$ cat config.mk
export PLATFORM = sky130hd
export DESIGN_NAME = narrow_ilv_unit
export DESIGN_NICKNAME = d
export VERILOG_FILES = /design/src/rtl/nilv_pkg.sv /design/src/rtl/nilv_decode.sv /design/src/rtl/nilv_sat_lane.sv /design/src/rtl/narrow_ilv_unit.sv
export SDC_FILE = /design/constraint.sdc
export NUM_CORES = 1
export LEC_CHECK = 0
export BUFFER_PORTS_ARGS = -buffer_cell sky130_fd_sc_hd__buf_2
export CAP_MARGIN = 20
export CORE_AREA = 5 5 170 172
export DETAILED_ROUTE_END_ITERATION = 6
export DIE_AREA = 0 0 175 177
export PLACE_DENSITY_LB_ADDON = 0.08
export REMOVE_ABC_BUFFERS = 1
export SKIP_CTS_REPAIR_TIMING = 1
export SLEW_MARGIN = 5
export SYNTH_ARGS = -nofsm -noshare
export SYNTH_HDL_FRONTEND = slang
export SYNTH_HIERARCHICAL = 1
export SYNTH_SLANG_ARGS = --single-unit
$ cat constraint.sdc
create_clock -name clk -period 1.9 [get_ports clk]
set_clock_uncertainty 0.1 [all_clocks]
set_input_delay 0 -clock clk [delete_from_list [all_inputs] [get_ports clk]]
set_output_delay 0 -clock clk [all_outputs]
set_load 0.02 [all_outputs]
$ cat src/rtl/nilv_pkg.sv
package nilv_pkg;
    localparam int unsigned SRC_W = 32;
    localparam int unsigned DST_W = 16;
    localparam int unsigned IDX_W = 5;
    localparam logic [21:0] OPC_HI = 22'b0100010100110001010000;

    typedef enum logic {
        ST_IDLE = 1'b0,
        ST_OUT  = 1'b1
    } nilv_state_e;
endpackage

$ cat src/rtl/nilv_decode.sv
module nilv_decode
    import nilv_pkg::*;
(
    input  logic [31:0]      insn_i,
    input  logic             feat_a_i,
    input  logic             feat_b_i,
    output logic             match_o,
    output logic             undef_o,
    output logic [IDX_W-1:0] dst_idx_o,
    output logic [IDX_W-1:0] src_a_idx_o,
    output logic [IDX_W-1:0] src_b_idx_o
);
    logic [3:0] pair_f;

    always_comb begin
        pair_f      = insn_i[9:6];
        match_o     = (insn_i[31:10] == OPC_HI) && !insn_i[5];
        undef_o     = match_o && !(feat_a_i || feat_b_i);
        dst_idx_o   = insn_i[4:0];
        src_a_idx_o = {pair_f, 1'b0};
        src_b_idx_o = {pair_f, 1'b1};
    end
endmodule

$ cat src/rtl/nilv_sat_lane.sv
module nilv_sat_lane
    import nilv_pkg::*;
(
    input  logic [SRC_W-1:0] val_i,
    output logic [DST_W-1:0] val_o,
    output logic             sat_o
);
    localparam logic [DST_W-1:0] POS_LIM = {1'b0, {(DST_W-1){1'b1}}};
    localparam logic [DST_W-1:0] NEG_LIM = {1'b1, {(DST_W-1){1'b0}}};

    logic [SRC_W-DST_W:0] top_bits;
    logic                 fits;

    always_comb begin
        top_bits = val_i[SRC_W-1:DST_W-1];
        fits     = (&top_bits) || !(|top_bits);
        sat_o    = !fits;
        if (fits)
            val_o = val_i[DST_W-1:0];
        else if (val_i[SRC_W-1])
            val_o = NEG_LIM;
        else
            val_o = POS_LIM;
    end

    always_comb begin

        sat_extreme_chk: assert (!sat_o || val_o == POS_LIM || val_o == NEG_LIM);

        pass_through_chk: assert (sat_o || $signed(val_o) == $signed(val_i));
    end
endmodule

$ cat src/rtl/narrow_ilv_unit.sv
module narrow_ilv_unit
    import nilv_pkg::*;
#(
    parameter int unsigned VL = 128
)(
    input  logic             clk,
    input  logic             rst_n,
    input  logic             valid_in,
    input  logic [31:0]      insn_i,
    input  logic             feat_a_i,
    input  logic             feat_b_i,
    input  logic [VL-1:0]    src0_i,
    input  logic [VL-1:0]    src1_i,
    output logic             match_o,
    output logic             undef_o,
    output logic [4:0]       dst_idx_o,
    output logic [4:0]       src_a_idx_o,
    output logic [4:0]       src_b_idx_o,
    output logic             valid_o,
    output logic [VL-1:0]    dst_o,
    output logic [VL/16-1:0] sat_o
);
    localparam int unsigned N_PAIR = VL / SRC_W;
    localparam int unsigned N_DST  = VL / DST_W;

    initial begin
        vl_param_chk: assert (VL % 32 == 0 && VL >= 128 && VL <= 2048);
    end

    nilv_state_e      state_q, state_d;
    logic             accept;
    logic [VL-1:0]    nar_w;
    logic [N_DST-1:0] sat_w;
    logic [VL-1:0]    dst_q;
    logic [N_DST-1:0] sat_q;

    nilv_decode u_dec (
        .insn_i      (insn_i),
        .feat_a_i    (feat_a_i),
        .feat_b_i    (feat_b_i),
        .match_o     (match_o),
        .undef_o     (undef_o),
        .dst_idx_o   (dst_idx_o),
        .src_a_idx_o (src_a_idx_o),
        .src_b_idx_o (src_b_idx_o)
    );

    for (genvar e = 0; e < N_PAIR; e++) begin : g_pair
        nilv_sat_lane u_l0 (
            .val_i (src0_i[e*SRC_W +: SRC_W]),
            .val_o (nar_w[(2*e)*DST_W +: DST_W]),
            .sat_o (sat_w[2*e])
        );
        nilv_sat_lane u_l1 (
            .val_i (src1_i[e*SRC_W +: SRC_W]),
            .val_o (nar_w[(2*e+1)*DST_W +: DST_W]),
            .sat_o (sat_w[2*e+1])
        );
    end

    assign accept = valid_in && match_o && !undef_o;

    always_comb begin
        unique case (state_q)
            ST_IDLE: state_d = accept ? ST_OUT : ST_IDLE;
            ST_OUT:  state_d = accept ? ST_OUT : ST_IDLE;
            default: state_d = ST_IDLE;
        endcase
    end

    always_ff @(posedge clk) begin
        if (!rst_n) begin
            state_q <= ST_IDLE;
            dst_q   <= '0;
            sat_q   <= '0;
        end else begin
            state_q <= state_d;
            if (accept) begin
                dst_q <= nar_w;
                sat_q <= sat_w;
            end
        end
    end

    always_comb begin
        valid_o = (state_q == ST_OUT);
        dst_o   = dst_q;
        sat_o   = sat_q;
    end


    valid_follow_chk: assert property (@(posedge clk) disable iff (!rst_n)
        valid_o |-> $past(valid_in && match_o && !undef_o));

    undef_quiet_chk: assert property (@(posedge clk) disable iff (!rst_n)
        (valid_in && undef_o) |=> !valid_o);

    hold_dst_chk: assert property (@(posedge clk) disable iff (!rst_n)
        !valid_o |-> ($stable(dst_o) && $stable(sat_o)));
endmodule

==> results.sh <==
export IMPL_vias=8164
export IMPL_core_um2=27300
export IMPL_synth_ff_type="dfxtp_1"
export IMPL_worstPathRequired_ns=2.15
export IMPL_gr_usage_all_layers=0.157
export IMPL_grt_max_degree=77
export IMPL_avgSynthCellArea_um2=9.05
export IMPL_max_clock_freq_mhz=558
export IMPL_cts_buffer_depth=2
export IMPL_antenna_found_initial=0
export IMPL_setup_violations=0
export IMPL_netlist_area_um2=7850
export IMPL_reg2reg_from="dst_o[121]"
export IMPL_r2r_cells=3
export IMPL_clk_pin_slew_ns=0.06
export IMPL_synth_async_reset_ratio=0
export IMPL_synthTopCellsByArea="dfxtp_1, mux2i_1, nand2_1, a21o_1, a21o_2"
export IMPL_htree_levels=4
export IMPL_relSlewSlack=0.428
export IMPL_arrival_ns=2.04
export IMPL_tns_ns=0
export IMPL_timing_hold_worst_start="rst_n"
export IMPL_grt_pass1_wl_um=39500
export IMPL_ant_nets=0
export IMPL_numCtsBuffers=17
export IMPL_finalMaxSlewViolations=0
export IMPL_start_util=0.287
export IMPL_p_total_mw=7.53
export IMPL_fillerInstances=2760
export IMPL_clock_sinks=137
export IMPL_rsz0062_at_grt="no"
export IMPL_yosysWarnings=6
export IMPL_synthTopCellsByCount="nand2_1, mux2i_1, dfxtp_1"
export IMPL_status="finished clean"
export IMPL_hpwl_um=20200
export IMPL_post_route_min_period_ns=1.79
export IMPL_worstMarginPinSlew_ns=0.855
export IMPL_timing_rr_end="dst_o[121]"
export IMPL_drive_gt1_frac=0.393
export IMPL_period_share=0.944
export IMPL_cp_end_kind="flop"
export IMPL_power_density_nw_per_um2=616
export IMPL_io_pin_count=447
export IMPL_synth_top_cell_by_area="dfxtp_1"
export IMPL_synth_distinct_cells=27
export IMPL_irDropWorstVdd_v=0.000447
export IMPL_syn_to_final_growth_pct=55.7
export IMPL_cap_violations=0
export IMPL_worstPathMaxFanout=21
export IMPL_rows=61
export IMPL_clk_insertion_delay_late_ns=0.41
export IMPL_die_h_um=177
export IMPL_post_drt_via_cell_ratio=4.61
export IMPL_start_kind="input pin"
export IMPL_critical_path_class="in2reg"
export IMPL_postSynthCellCount=868
export IMPL_finalHoldViolCount=0
export IMPL_synth_seq_area_share=0.349
export IMPL_avgRoutedWirePerCell_um=15.5
export IMPL_crit_start="insn_i[22]"
export IMPL_leakage_nw=5.88
export IMPL_regToRegSetupSlack_ns=0.68
export IMPL_die_area_um2=31000
export IMPL_grt_overflow=0
export IMPL_cts_tree="done"
export IMPL_fin_hold_ws_ns=0.0548
export IMPL_ys_ff_latch=137
export IMPL_min_to="dst_o[5]"
export IMPL_drc=0
export IMPL_drtIter0Drc=265
export IMPL_wirelength_um=27500
export IMPL_synth_top_area_frac=0.349
export IMPL_nNetsFinal=1705
export IMPL_place_port_buffers=422
export IMPL_holdPathStages=4
export IMPL_hold_path_class="in2reg"
export IMPL_antenna_cells=0
export IMPL_routabilityCongestion=0.765
export IMPL_firstDrtPassIters=4
export IMPL_synth_most_common_cell="nand2_1"
export IMPL_synth_edf_count=0
export IMPL_dieWidth_um=175
export IMPL_cts_root_buffer="clkbuf_16"
export IMPL_grt_pass1_vias=7432
[layout by cell type, fill, tap and decap left out, drive strengths merged, types with 6 or more instances in the layout]
cell	Yosys	final
and4	8	8
a41oi	8	8
nand2	272	272
buf	51	459
o41ai	8	8
a21o	120	120
dfxtp	137	137
nand4	34	34
clkbuf	34	20
clkinv	0	6
dlygate4sd3	0	150
mux2i	144	144
nor4	42	42
[per-layer routing]
layer  GRT usage  wire length, um  vias up
li1            -                -     4139
met1       0.190            11600     3751
met2       0.268            13700      245
met3      0.0530             1670       29
met4      0.0452              508        0
met5           0                0        -
[area by class of cell]
type	count	area, um^2	area share
Multi-Input combinational cell	646	4400	0.360
Timing Repair Buffer	610	4030	0.330
Sequential cell	137	2740	0.224
Clock buffer	19	453	0.0370
Tap cell	346	433	0.0354
Clock inverter	13	170	0.0139
[kinds of logic after synthesis]
family                 count (synthesis)  share of synthesized area
flip-flops                           137                      0.349
AO/OA/AOI/OAI                        136                      0.158
AND/OR/NAND/NOR                      364                      0.216
other                                  2                   0.000956
buffers and inverters                 85                     0.0921
multiplexers                         144                      0.184
[through the flow]
step	utilization	setup WS, ns	instances	cell area (um^2)
floorplan	-	-4.10	783	7130
global placement	0.370	0.0438	1589	10100
detailed placement	0.370	0.0119	1589	10100
CTS	0.393	0.452	1621	10700
global route	0.448	0.0311	1771	12200
finish	0.448	0.107	1771	12200
[worst max path at each step]
stage                       endpoint  cells past startpoint
after global placement     dst_o[55]                      8
after CTS                   dst_o[1]                      8
after global routing      dst_o[121]                      8
final                     dst_o[121]                      8
after detailed placement    dst_o[1]                      8
after floorplan             dst_o[0]                      5
[registers in the layout (all words and copies together), names as in the netlist]
register and flops:
sat_o 8, valid_o 1, dst_o 128
[power breakdown]
part	internal [mW]	leakage, nW	total [mW]	switching [mW]
clock network	2.15	0.296	3.51	1.37
registers	2.87	1.10	2.87	0.000000153
logic	0.632	4.48	1.14	0.513
[worst max-delay path, cell delays in order]
cell and delay (ns):
buf_2 0.10, nor4b_1 0.33, nand4_1 0.19, nor2_1 0.16
and3b_4 0.25, buf_12 0.20, mux2i_1 0.21, dlygate4sd3_1 0.57
No activity file was read; power rests on OpenSTA's default activity.
